===== config.mk =====
export PLATFORM = sky130hd
export DESIGN_NAME = bus_wait_ctrl
export DESIGN_NICKNAME = d
export VERILOG_FILES = /design/src/rtl/bw_pkg.sv /design/src/rtl/bw_cfg_regs.sv /design/src/rtl/bw_cycle_sel.sv /design/src/rtl/bw_access_timer.sv /design/src/rtl/bus_wait_ctrl.sv
export SDC_FILE = /design/constraint.sdc
export NUM_CORES = 1
export LEC_CHECK = 0
export ABC_AREA = 1
export BUFFER_PORTS_ARGS = -buffer_cell sky130_fd_sc_hd__buf_4
export CAP_MARGIN = 20
export CORE_AREA = 10 10 47 49
export CTS_CLUSTER_SIZE = 20
export DETAILED_ROUTE_END_ITERATION = 8
export DIE_AREA = 0 0 57 59
export PLACE_DENSITY = 0.69
export SETUP_SLACK_MARGIN = 0.05
export SKIP_LAST_GASP = 1
export SLEW_MARGIN = 0
export SYNTH_ARGS = -nofsm -noshare
export SYNTH_HDL_FRONTEND = slang
export SYNTH_SLANG_ARGS = --single-unit

===== constraint.sdc =====
create_clock -name clk -period 1.5 [get_ports clk]
set_input_delay 0 -clock clk [delete_from_list [all_inputs] [get_ports clk]]
set_output_delay 0 -clock clk [all_outputs]
set_load 0.05 [all_outputs]

===== src/rtl/bw_pkg.sv =====
// Shared types and constants of the wait-state controller.
// Assumes cycle counts never exceed 3, so they fit in two bits.
package bw_pkg;
    localparam int CNT_W = 2;

    typedef enum logic [1:0] {
        RGN_REG  = 2'd0,
        RGN_INT  = 2'd1,
        RGN_EXT  = 2'd2,
        RGN_EXT2 = 2'd3
    } region_t;

    typedef enum logic [1:0] {
        SEL_UNLOCK = 2'd0,
        SEL_CLKCTL = 2'd1,
        SEL_WAIT   = 2'd2,
        SEL_FAST   = 2'd3
    } cfg_sel_t;

    localparam logic [CNT_W-1:0] CYC_ONE   = 2'd1;
    localparam logic [CNT_W-1:0] CYC_TWO   = 2'd2;
    localparam logic [CNT_W-1:0] CYC_THREE = 2'd3;
endpackage


===== src/rtl/bw_cfg_regs.sv =====
// Configuration registers: unlock, clock float, global wait, chip-select fast bits.
// Assumes a single write port. The unlock bit guards the clock and wait registers only.
module bw_cfg_regs
    import bw_pkg::*;
#(
    parameter int NUM_CS = 4
) (
    input  logic              clk,
    input  logic              rst_n,
    input  logic              cfg_we,
    input  logic [1:0]        cfg_sel,
    input  logic [NUM_CS-1:0] cfg_wdata,
    output logic              glob_wait,
    output logic              clk_float,
    output logic [NUM_CS-1:0] fast_bits
);
    logic unlock;

    // Register update: the unlock and fast registers are always writable, the mode registers only when unlocked.
    always_ff @(posedge clk) begin
        if (!rst_n) begin
            unlock    <= 1'b0;
            glob_wait <= 1'b0;
            clk_float <= 1'b0;
            fast_bits <= '0;
        end else if (cfg_we) begin
            case (cfg_sel)
                SEL_UNLOCK: unlock    <= cfg_wdata[0];
                SEL_CLKCTL: if (unlock) clk_float <= cfg_wdata[0];
                SEL_WAIT:   if (unlock) glob_wait <= cfg_wdata[0];
                default:    fast_bits <= cfg_wdata;
            endcase
        end
    end


    locked_wait_chk: assert property (@(posedge clk) disable iff (!rst_n)
        (cfg_we && cfg_sel == SEL_WAIT && !unlock) |=> $stable(glob_wait));

    locked_float_chk: assert property (@(posedge clk) disable iff (!rst_n)
        (cfg_we && cfg_sel == SEL_CLKCTL && !unlock) |=> $stable(clk_float));
endmodule


===== src/rtl/bw_cycle_sel.sv =====
// Combinational cycle-count selection in priority order:
// register area, then multiplexed external, then global wait, then fast bit.
// Assumes acc_cs always indexes an existing chip select.
module bw_cycle_sel
    import bw_pkg::*;
#(
    parameter int NUM_CS = 4,
    localparam int CS_W = (NUM_CS > 1) ? $clog2(NUM_CS) : 1
) (
    input  logic [1:0]        region,
    input  logic [CS_W-1:0]   cs,
    input  logic              mux,
    input  logic              glob_wait,
    input  logic [NUM_CS-1:0] fast_bits,
    output logic [CNT_W-1:0]  cycles
);
    logic fast_sel;

    // Pick the fast bit of the addressed chip select.
    always_comb fast_sel = fast_bits[cs];

    // Priority decision for the cycle count.
    always_comb begin
        cycles = CYC_TWO;
        case (region)
            RGN_REG: cycles = CYC_TWO;
            RGN_INT: cycles = glob_wait ? CYC_TWO : CYC_ONE;
            default: begin
                if (mux)             cycles = CYC_THREE;
                else if (glob_wait)  cycles = CYC_TWO;
                else                 cycles = fast_sel ? CYC_ONE : CYC_TWO;
            end
        endcase
    end
endmodule


===== src/rtl/bw_access_timer.sv =====
// Per-access counter: latches the count when it accepts an access, holds busy, flags the last cycle.
// Assumes a count of at least 1.
module bw_access_timer
    import bw_pkg::*;
(
    input  logic             clk,
    input  logic             rst_n,
    input  logic             start_req,
    input  logic [CNT_W-1:0] start_cycles,
    output logic             busy,
    output logic             done,
    output logic [CNT_W-1:0] cycles_lat
);
    logic [CNT_W-1:0] remain;

    // Accept when idle, then count down to the last cycle.
    always_ff @(posedge clk) begin
        if (!rst_n) begin
            busy       <= 1'b0;
            remain     <= '0;
            cycles_lat <= '0;
        end else if (busy) begin
            if (remain == CNT_W'(1)) busy <= 1'b0;
            else                     remain <= remain - CNT_W'(1);
        end else if (start_req) begin
            busy       <= 1'b1;
            remain     <= start_cycles;
            cycles_lat <= start_cycles;
        end
    end

    // The last cycle of an access.
    always_comb done = busy && (remain == CNT_W'(1));


    fall_after_done_chk: assert property (@(posedge clk) disable iff (!rst_n)
        $fell(busy) |-> $past(done));
endmodule


===== src/rtl/bus_wait_ctrl.sv =====
// Top of the wait-state controller. It ties the configuration registers, the cycle selection
// and the access timer together, and drives the bus clock output enable.
// Assumes requests are held stable in the cycle in which they are presented.
module bus_wait_ctrl
    import bw_pkg::*;
#(
    parameter int NUM_CS = 4,
    localparam int CS_W = (NUM_CS > 1) ? $clog2(NUM_CS) : 1
) (
    input  logic              clk,
    input  logic              rst_n,
    input  logic              cfg_we,
    input  logic [1:0]        cfg_sel,
    input  logic [NUM_CS-1:0] cfg_wdata,
    input  logic              acc_req,
    input  logic [1:0]        acc_region,
    input  logic [CS_W-1:0]   acc_cs,
    input  logic              acc_mux,
    output logic              acc_busy,
    output logic              acc_done,
    output logic [CNT_W-1:0]  acc_cycles,
    output logic              bclk_oe
);
    logic              glob_wait;
    logic              clk_float;
    logic [NUM_CS-1:0] fast_bits;
    logic [CNT_W-1:0]  sel_cycles;
    logic              accept;

    bw_cfg_regs #(.NUM_CS(NUM_CS)) u_regs (
        .clk(clk), .rst_n(rst_n), .cfg_we(cfg_we), .cfg_sel(cfg_sel),
        .cfg_wdata(cfg_wdata), .glob_wait(glob_wait), .clk_float(clk_float),
        .fast_bits(fast_bits)
    );

    bw_cycle_sel #(.NUM_CS(NUM_CS)) u_sel (
        .region(acc_region), .cs(acc_cs), .mux(acc_mux), .glob_wait(glob_wait),
        .fast_bits(fast_bits), .cycles(sel_cycles)
    );

    bw_access_timer u_timer (
        .clk(clk), .rst_n(rst_n), .start_req(acc_req), .start_cycles(sel_cycles),
        .busy(acc_busy), .done(acc_done), .cycles_lat(acc_cycles)
    );

    // Clock output is driven unless the float bit is set.
    always_comb bclk_oe = ~clk_float;

    // The condition under which an access is accepted.
    always_comb accept = acc_req && !acc_busy;


    reg_area_chk: assert property (@(posedge clk) disable iff (!rst_n)
        (accept && acc_region == RGN_REG) |=> (acc_cycles == CYC_TWO));

    mux_ext_chk: assert property (@(posedge clk) disable iff (!rst_n)
        (accept && acc_region[1] && acc_mux) |=> (acc_cycles == CYC_THREE));

    busy_hold_chk: assert property (@(posedge clk) disable iff (!rst_n)
        (acc_busy && !acc_done) |=> acc_busy);

    count_stable_chk: assert property (@(posedge clk) disable iff (!rst_n)
        (acc_busy && !acc_done) |=> $stable(acc_cycles));
endmodule


==> results.cfg, run 1 <==
[grt]
antenna_found_initial = 0
grtUsageTotal_pct = 8.65
grt_overflow = 0
grt_pass1_wl_microns = 2340
grt_max_degree = 12
grt_pass1_vias = 592

[power_and_ir_drop]
seqPwrFrac_pct = 47.9
pwr-share-clk_pct = 27.0
power_leakage_nw = 0.405
p_switching_mw = 0.227
combPwrFrac_pct = 25.0
p_sw_share_pct = 30.8
ir_worst_vdd_uv = 381
p_int_mw = 0.511
power_density_mw_per_mm2 = 936

[clocking]
cts_buffer_depth = 2
clock_latency_ns = 0.27
cts.sinks = 12
cts_resized = 0
path_clk_slew_ns = 0.07
cts_tree = done
cts_buffers = 3
htreeDepth = 1
ctsRootBufferMaster = clkbuf_4

[critical_path]
path_class = reg -> reg
cp_max_fo = 4
cp.required_ns = 1.67
cp-start-kind = flop
arrival_ns = 1.35
end_kind = flop

[die]
die_w_microns = 57
core.rowCount = 14
die_y_microns = 59
ioPinCount = 20
core_area_sq_mm = 0.00140
die-area_sq_mm = 0.00336
start_util_pct = 41.2

[finish]
fin_nets = 128
layout.cells.non_filler = 126
drive_gt1_share_pct = 25.5
fillers = 146
regArea_sq_um = 240
diodes = 0
multiInputGateArea_sq_um = 259
area_delta_synth_final_pct = 36.6

[logic_synthesis]
synthArstFlopShare_pct = 0
synth_cell_type_count = 16
synth.avg_cell_area_sq_um = 6.72
netlist_area_sq_um = 578
synth_seq_area_share_pct = 41.6
synth_edf_count = 0
yosys_register_bits = 12
ys_warn_count = 0
syn-instance-count = 86
synth_nets = 102
yosys_most_used_dff = dfxtp_1

[placement]
dp_slack_ns = 0.339
dp.cells = 120
place_hpwl_microns = 1080
gp_congestion = 0.703
port_buffers = 19

[routing]
first_pass_iters = 4
detail_route.iter0.violations = 7
drc = 0
wirelength_microns = 1380
wl_per_cell_microns = 11.0
vias = 602
drt-vias-per-instance = 4.78
ant_nets = 0

[sta]
hold_viol_final = 0
setup_tns_ns = 0
worstMarginPinSlew_ns = 0.316
clock-skew-final_ns = 0.000987
relSlewSlack_pct = 78.9
timing.final.crit_share_pct = 78.9
setup_violations = 0
worst_slack_ns = 0.316
rsz0062_at_grt = no
fmax_ghz = 0.845
period_needed_ns = 1.18
slew_violations = 0

[status]
outcome = finished clean

[worst_hold_path]
worst_hold_path_type = in -> reg

[run]
drv_cap = 0
-- worst max-delay path, stage by stage, from the launching register on --
cell,delay (ns)
dfxtp_1,0.34
inv_1,0.04
ha_1,0.18
o21ai_1,0.24
inv_1,0.09
nor2_1,0.12
a21oi_2,0.07
-- metal layers --
metal  up-vias  GRT usage [%]  share of wire [%]
met4         0           6.04                3.0
li1        325              -                  -
met1       257           8.69                 44
met3         5           3.65                7.4
met2        15           14.3                 46
met5         -              0                  0
-- cell usage in the layout, fill, tap and decap left out, drive strengths merged --
| cell | synthesis | final |
|---|---|---|
| nor2 | 6 | 6 |
| nand4 | 2 | 2 |
| nand2 | 15 | 15 |
| buf | 0 | 19 |
| clkbuf | 1 | 3 |
| or2 | 1 | 1 |
| dlygate4sd3 | 0 | 3 |
| a21oi | 10 | 10 |
| inv | 18 | 18 |
| dfxtp | 12 | 12 |
| nand3 | 6 | 6 |
| clkinv | 2 | 2 |
| ha | 1 | 1 |
| o21ai | 12 | 12 |
-- power groups by stage --
stage / Clock [mW] / Sequential (mW) / Combinational [mW]
finish: 0.200 / 0.354 / 0.185
global route: 0.218 / 0.357 / 0.210
CTS: 0.208 / 0.354 / 0.187
detailed placement: 0 / 0.361 / 0.180
global placement: 0 / 0.360 / 0.178
floorplan: 0 / 0.386 / 0.0901
-- cell usage after synthesis, types with 2 or more instances --
master / number / share of area, %
a21oi_1: 9 / 7.8
clkinv_1: 2 / 1.3
dfxtp_1: 12 / 42
inv_1: 15 / 9.7
inv_2: 3 / 1.9
nand2_1: 13 / 8.4
nand2_2: 2 / 2.2
nand3_1: 6 / 5.2
nand4_1: 2 / 2.2
nor2_1: 6 / 3.9
o21ai_0: 3 / 2.6
o21ai_1: 9 / 7.8
-- kinds of logic (layout without fill, tap and decap cells) --
| group | count (synthesis) | in the layout | share of synthesized area [%] |
|---|---|---|---|
| AO/OA/AOI/OAI | 22 | 22 | 19.7 |
| flip-flops | 12 | 12 | 41.6 |
| AND/OR/NAND/NOR | 30 | 30 | 22.9 |
| buffers and inverters | 21 | 45 | 13.6 |
| adder cells (fa/ha/maj) | 1 | 1 | 2.16 |
-- path summary, 6_finish.rpt --
check / from / to / slack [ns] / depth (start not counted)
min reg2reg: u_regs.fast_bits[0]$_SDFFE_PN0P_ / u_regs.fast_bits[0]$_SDFFE_PN0P_ / 0.44 / 2
min: cfg_wdata[0] / u_regs.glob_wait$_SDFFE_PN0P_ / 0.02 / 3
max: u_timer.remain[1]$_SDFFE_PN0P_ / u_timer.remain[0]$_SDFFE_PN0P_ / 0.32 / 6
max reg2reg: u_timer.remain[1]$_SDFFE_PN0P_ / u_timer.remain[0]$_SDFFE_PN0P_ / 0.32 / 6
-- flip-flops by register name (all words and copies together) (netlist names) --
name / count
u_regs.unlock: 1
u_timer.remain: 2
u_regs.clk_float: 1
u_regs.glob_wait: 1
u_timer.cycles_lat: 2
u_timer.busy: 1
u_regs.fast_bits: 4
-- stage by stage --
stage               hold slack [ns]  util, %  total power, mW  instance area (sq um)
CTS                          0.0188     56.3            0.749                    790
global route                 0.0445     56.3            0.785                    790
floorplan                     0.134        -            0.476                    578
finish                       0.0182     56.3            0.739                    790
global placement              0.261     52.6            0.538                    737
detailed placement            0.273     52.6            0.541                    737
-- what timing repair did --
item	in CTS	in global routing
setup buffers	0	0
endpoints found under the hold margin	3	0
hold buffers	3	0
-- layout make-up --
cell class / count / share of cell area [%]
timing repair buffer: 22 / 21.9
clock buffer: 3 / 2.85
tap: 16 / 2.54
inverter: 20 / 9.51
sequential: 12 / 30.4
multi-input combinational: 53 / 32.8
(Power assumes the default switching activity.)
==> inputs of run 2 (changes only) <==
- CORE_AREA: 10 10 47 49 -> not set
- CORE_MARGIN: not set -> 10
- CORE_UTILIZATION: not set -> 42
- DIE_AREA: 0 0 57 59 -> not set
- PLACE_DENSITY: 0.69 -> 0.7
- clock period: 1.5 -> 1 ns (I/O delays scaled with it)
==> run 2 against run 1 <==
Net effect:
- the run now ends with negative setup slack left
- maximum frequency is 9.2% higher
- final cell count is 5.6% higher
- register-to-register slack worse by 0.40 ns
- clock power grew 57%
- routed wire length grew 22%
- first-iteration DRC count decreased by 71%
- count of clock-buffer cells in the layout rose by 1
- critical endpoint is now u_timer.remain[1]$_SDFFE_PN0P_
- setup slack got worse by 0.40 ns
- largest power group unchanged
- critical path type unchanged
- combinational power is 110% higher
==> results.cfg, run 2 (synthesized netlist as in run 1, its figures left out) <==
[status]
outcome = complete, but fails checks
violations = negative setup slack

[power_and_ir_drop]
p_switching_mw = 0.404
pwr-share-clk_pct = 25.2
finalPower_mw = 1.25
power_leakage_nw = 0.453
ir_worst_vdd_uv = 1150
p_int_mw = 0.848
power_density_mw_per_mm2 = 1320
p_sw_share_pct = 32.3
seqPwrFrac_pct = 43.7
combPwrFrac_pct = 31.1

[placement]
place_hpwl_microns = 1140
port_buffers = 19
gp_congestion = 0.779
placed_area_sq_um = 768
dp_slack_ns = -0.0936

[die]
core.rowCount = 13
start_util_pct = 44.4
die_y_microns = 57.1
ioPinCount = 20
core_area_sq_mm = 0.00130
die_w_microns = 57.1
die-area_sq_mm = 0.00326

[routing]
wl_per_cell_microns = 12.7
wirelength_microns = 1690
first_pass_iters = 4
ant_nets = 0
vias = 664
drt-vias-per-instance = 4.99
detail_route.iter0.violations = 2
drc = 0

[sta]
worst_slack_ns = -0.0845
setup_violations = 4
hold_viol_final = 0
fmax_ghz = 0.922
setup_tns_ns = -0.289
worst_hold_slack_ns = 0.00981
worstMarginPinSlew_ns = 0.323
period_needed_ns = 1.08
clock-skew-final_ns = 0.0108
relSlewSlack_pct = 78.4
slew_violations = 0
timing.final.crit_share_pct = 108
rsz0062_at_grt = yes

[clocking]
cts_tree = done
ctsRootBufferMaster = clkbuf_4
path_clk_slew_ns = 0.08
htreeDepth = 1
clock_latency_ns = 0.28
cts_buffer_depth = 2
cts.sinks = 12
cts_buffers = 3

[finish]
area_delta_synth_final_pct = 63.9
diodes = 0
regMostFlops = u_regs.fast_bits
final_cell_mix = 24 x buf_4, 10 x inv_1, 9 x o21ai_1
reg_top3 = u_regs.fast_bits (4), u_timer.cycles_lat (2), u_timer.remain (2)
drive_gt1_share_pct = 54.2
finalInstanceArea_sq_um = 947
largest_reg_flops = 4
final_common_cell = buf_4
fin_nets = 135

[critical_path]
critPathSlowestCell = dfxtp_2
cp-start-kind = flop
cp_slowest_stage_delay_ns = 0.34
crit_buf_inv = 2
cp_max_fo = 3
r2r_slack_ns = -0.08
path_class = reg -> reg
arrival_ns = 1.30
crit_path_cell_trace = inv_2 -> ha_4 -> o21ai_4 -> buf_6 -> o21ai_2 -> a21oi_2
critPathTopFamily = flip-flops
cp.required_ns = 1.21
end_kind = flop

[grt]
grt_pass1_vias = 675
grt_max_degree = 12
antenna_found_initial = 0
grt_pass1_wl_microns = 2660
grtUsageTotal_pct = 10.0
grt_overflow = 0

[run]
drv_cap = 0

[worst_hold_path]
worst_hold_path_type = in -> reg
==> run 2: cell types whose count changed in the layout (fill, tap and decap cells not counted), moves of 3 or more <==
cell,before,now
inv_1,15,10
nand2_2,2,8
dfxtp_1,12,5
buf_4,19,24
inv_2,3,7
o21ai_0,3,0
nand2_1,13,6
dfxtp_2,0,5
==> run 2: through the flow <==
| stage | instances | utilization, % |
|---|---|---|
| 6_report | 133 | 72.8 |
| 5_1_grt | 133 | 72.8 |
| 4_1_cts | 132 | 67.8 |
| 3_5_place_dp | 121 | 59.0 |
| 3_3_place_gp | 121 | 59.0 |
| 2_1_floorplan | 86 | - |
==> run 2: layer usage <==
layer	part of all wire (%)	global-route usage (%)	up-vias
met3	6.8	6.19	4
met1	38	8.90	302
met2	53	18.0	18
met4	2.1	3.69	0
li1	-	-	340
met5	0	0	-
==> run 2: power by group through the flow <==
stage,Sequential (mW),Combinational [mW],Clock [mW]
final,0.547,0.389,0.315
after global routing,0.551,0.426,0.356
after CTS,0.541,0.338,0.329
after detailed placement,0.544,0.289,0
after global placement,0.543,0.283,0
after floorplan,0.581,0.144,0
==> run 2: worst paths after layout <==
path,start,endpoint,cells past startpoint
max,u_timer.remain[1]$_SDFFE_PN0P_,u_timer.remain[1]$_SDFFE_PN0P_,6
min,rst_n,u_timer.remain[0]$_SDFFE_PN0P_,3
max reg2reg,u_timer.remain[1]$_SDFFE_PN0P_,u_timer.remain[1]$_SDFFE_PN0P_,6
min reg2reg,u_regs.unlock$_SDFFE_PN0P_,u_regs.unlock$_SDFFE_PN0P_,2
==> run 2: what timing repair did <==
item                                    CTS  global route
endpoints found under the setup margin    5             6
gates resized for setup                  13            23
hold endpoints to repair                  3             0
pin swaps                                 5             3
hold buffers                              3             0
buffers inserted                          4             1
==> run 2: worst reg2reg max path, delay by kind of cell, from the launching register on <==
kind / cells / cell delay (ns)
DFF: 1 / 0.34
adders and majority gates: 1 / 0.17
buffers and inverters: 2 / 0.18
AOI/OAI and AO/OA: 3 / 0.33
==> run 2: area by class of cell <==
class / instances / area [sq um]
Inverter: 20 / 81.3
Tap cell: 15 / 18.8
Clock buffer: 4 / 26.3
Multi-Input combinational cell: 53 / 330
Fill cell: 111 / 354
Timing Repair Buffer: 29 / 236
Sequential cell: 12 / 254
==> inputs of run 3 (changes only) <==
- CORE_UTILIZATION: 42 -> 45
- PLACE_DENSITY: 0.7 -> 0.71
- SYNTH_HIERARCHICAL: not set -> 1
==> run 3 against run 2 <==
Net effect:
- register-to-register slack worse by 0.08 ns
- final area up 2.0%
- critical path depth up 5
- clock skew down 0.0063 ns
- sequential share of layout area down 0.91 points
- global-route usage down 0.97 points
- first-iteration DRC count rose to 5.5 times the previous value
- via count up 5.6%
- clock power up 22%
- the flow still finishes with violations (negative setup slack)
- total power down 0.75%
- synthesized cell count up 24%
==> results.cfg, run 3 <==
[die]
die_y_microns = 60.2
start_util_pct = 47.7
die-area_sq_mm = 0.00362
die_w_microns = 60.2
core.rowCount = 14
core_area_sq_mm = 0.00152
ioPinCount = 20

[finish]
area_delta_synth_final_pct = 32.9
regMostFlops = u_regs/fast_bits
largest_reg_flops = 4
diodes = 0
final_cell_mix = 28 x nand2_1, 19 x buf_4, 16 x inv_1
finalInstanceArea_sq_um = 966
fin_nets = 149
drive_gt1_share_pct = 36.4
fillers = 145
reg_top3 = u_regs/fast_bits (4), u_timer/cycles_lat (2), u_timer/remain (2)
final_common_cell = nand2_1

[power_and_ir_drop]
power_density_mw_per_mm2 = 1290
power_leakage_nw = 0.488
ir_worst_vdd_uv = 1160

[worst_hold_path]
hold_depth = 3
worst_hold_path_type = in -> reg
whs_endpoint = u_timer/remain[0]$_SDFFE_PN0P_
hold_path_startpoint = rst_n

[clocking]
htreeDepth = 1
cts.sinks = 12
clock_latency_ns = 0.27
ctsRootBufferMaster = clkbuf_4
path_clk_slew_ns = 0.08
cts_buffer_depth = 2
cts_tree = done
cts_buffers = 3

[logic_synthesis]
synth_edf_count = 0
synth_nets = 123
syn-instance-count = 107
yosys_register_bits = 12
yosysMostFrequentCell = nand2_1
synth.avg_cell_area_sq_um = 6.79
synth_common_cells = 28 x nand2_1, 18 x inv_1, 12 x dfxtp_1, 10 x nor2_1, 7 x nand3_1
yosys_most_used_dff = dfxtp_1
synth_cell_type_count = 20
ys_top_cells_by_area = dfxtp_1 33%, nand2_1 14%, inv_1 9.3%, nor2_1 5.2%, nand3_1 4.8%
ys_warn_count = 6
netlist_area_sq_um = 727
synth.top_cell.area_share_pct = 33.0
synthArstFlopShare_pct = 0
synth_seq_area_share_pct = 33.0
synth.largest_area_cell = dfxtp_1

[sta]
setup_tns_ns = -0.464
rsz0062_at_grt = yes
worst_slack_ns = -0.160
fmax_ghz = 0.862
setup_violations = 5
slew_violations = 0
worst_hold_slack_ns = 0.0194
worstMarginPinSlew_ns = 0.151
timing.final.crit_share_pct = 116
relSlewSlack_pct = 89.9
hold_viol_final = 0
period_needed_ns = 1.16
clock-skew-final_ns = 0.00456

[routing]
drc = 0
detail_route.iter0.violations = 11
vias = 701
wl_per_cell_microns = 11.4
ant_nets = 0
first_pass_iters = 4
drt-vias-per-instance = 4.74
wirelength_microns = 1680

[critical_path]
cp.required_ns = 1.17
worstReg2RegStart = u_regs/fast_bits[1]$_SDFFE_PN0P_
cp-start-kind = flop
r2r_cells = 11
arrival_ns = 1.33
end_kind = flop
reg2reg_to = u_timer/remain[1]$_SDFFE_PN0P_
crit_start = u_regs/fast_bits[1]$_SDFFE_PN0P_
r2r_slack_ns = -0.16
path_class = reg -> reg
cp_max_fo = 2

[placement]
place_hpwl_microns = 1220
port_buffers = 19
dp_slack_ns = -0.143
gp_congestion = 0.766
placed_area_sq_um = 871

[run]
drv_cap = 0

[grt]
grt_max_degree = 12
grtUsageTotal_pct = 9.04
grt_overflow = 0
grt_pass1_vias = 634
grt_pass1_wl_microns = 2560
antenna_found_initial = 0

[status]
outcome = complete, but fails checks
violations = negative setup slack
## run 3: cell count changes after synthesis, sizes merged
cell    before  now
nor2         6   14
inv         18   22
nand3        6    8
nand4        2    4
clkinv       2    0
o21bai       0    1
or2          1    0
clkbuf       1    0
a21boi       0    4
buf          0    3
o21ai       12    2
nand2       15   32
a21oi       10    4
## run 3: power by group
group / switching, mW / internal, mW / total, mW
Clock: 0.163 / 0.221 / 0.384
Combinational: 0.185 / 0.139 / 0.325
Sequential: 0.0250 / 0.508 / 0.534
Total: 0.373 / 0.869 / 1.24
## run 3: cells by family after synthesis
family          after synthesis  synth area share [%]
compound gates               11                  10.3
flops                        12                  33.0
buf+inv                      25                  16.0
simple gates                 58                  38.9
fa+ha+maj                     1                  1.72
## run 3: metal layers
metal	track usage (%)	part of all wire (%)	routed length (microns)
met5	0	0	0
met4	1.92	0.54	9
met3	5.72	7.9	133
met2	14.9	49	818
met1	9.54	43	720
## run 3: how the worst max path moves through the flow
| stage | endpoint | slack (ns) | cells after the start |
|---|---|---|---|
| after global placement | u_timer/remain[1]$_SDFFE_PN0P_ | -0.13 | 11 |
| after detailed placement | u_timer/remain[1]$_SDFFE_PN0P_ | -0.14 | 11 |
| after floorplan | u_timer/remain[1]$_SDFFE_PN0P_ | -0.03 | 11 |
| after global routing | u_timer/remain[1]$_SDFFE_PN0P_ | -0.26 | 11 |
| final | u_timer/remain[1]$_SDFFE_PN0P_ | -0.16 | 11 |
| after CTS | u_timer/remain[1]$_SDFFE_PN0P_ | -0.15 | 11 |
## run 3: worst max-delay path, cell delays in order (launching register included)
cell and delay [ns]:
dfxtp_2 0.34, inv_2 0.03, nand2_1 0.04, nand3_1 0.08, nand2_1 0.06, nand2_1 0.06, o21bai_1 0.12, inv_1 0.07
nand2_1 0.07, nand2_1 0.05, nor2_1 0.09, nor2_1 0.05
## run 3: metrics by stage
stage | power (mW) | util (%) | std cells
floorplan | 0.747 | - | 107
global placement | 0.828 | 57.1 | 140
detailed placement | 0.836 | 57.1 | 140
CTS | 1.24 | 62.5 | 148
global route | 1.31 | 63.4 | 148
finish | 1.24 | 63.4 | 148
## run 3: repair_timing
item / CTS / global route
hold buffers: 4 / 0
endpoints found under the hold margin: 4 / 0
buffers inserted: 0 / 0
setup endpoints to repair: 5 / 5
pin swaps: 4 / 7
gates resized for setup: 2 / 5
## run 3: final cells by class
class,count,area (sq um),share of cell area (%)
clock buffer,4,36.3,3.76
timing repair buffer,24,194,20.1
multi-input combinational,70,383,39.6
tap,16,20.0,2.07
sequential,12,250,25.9
inverter,22,82.6,8.55
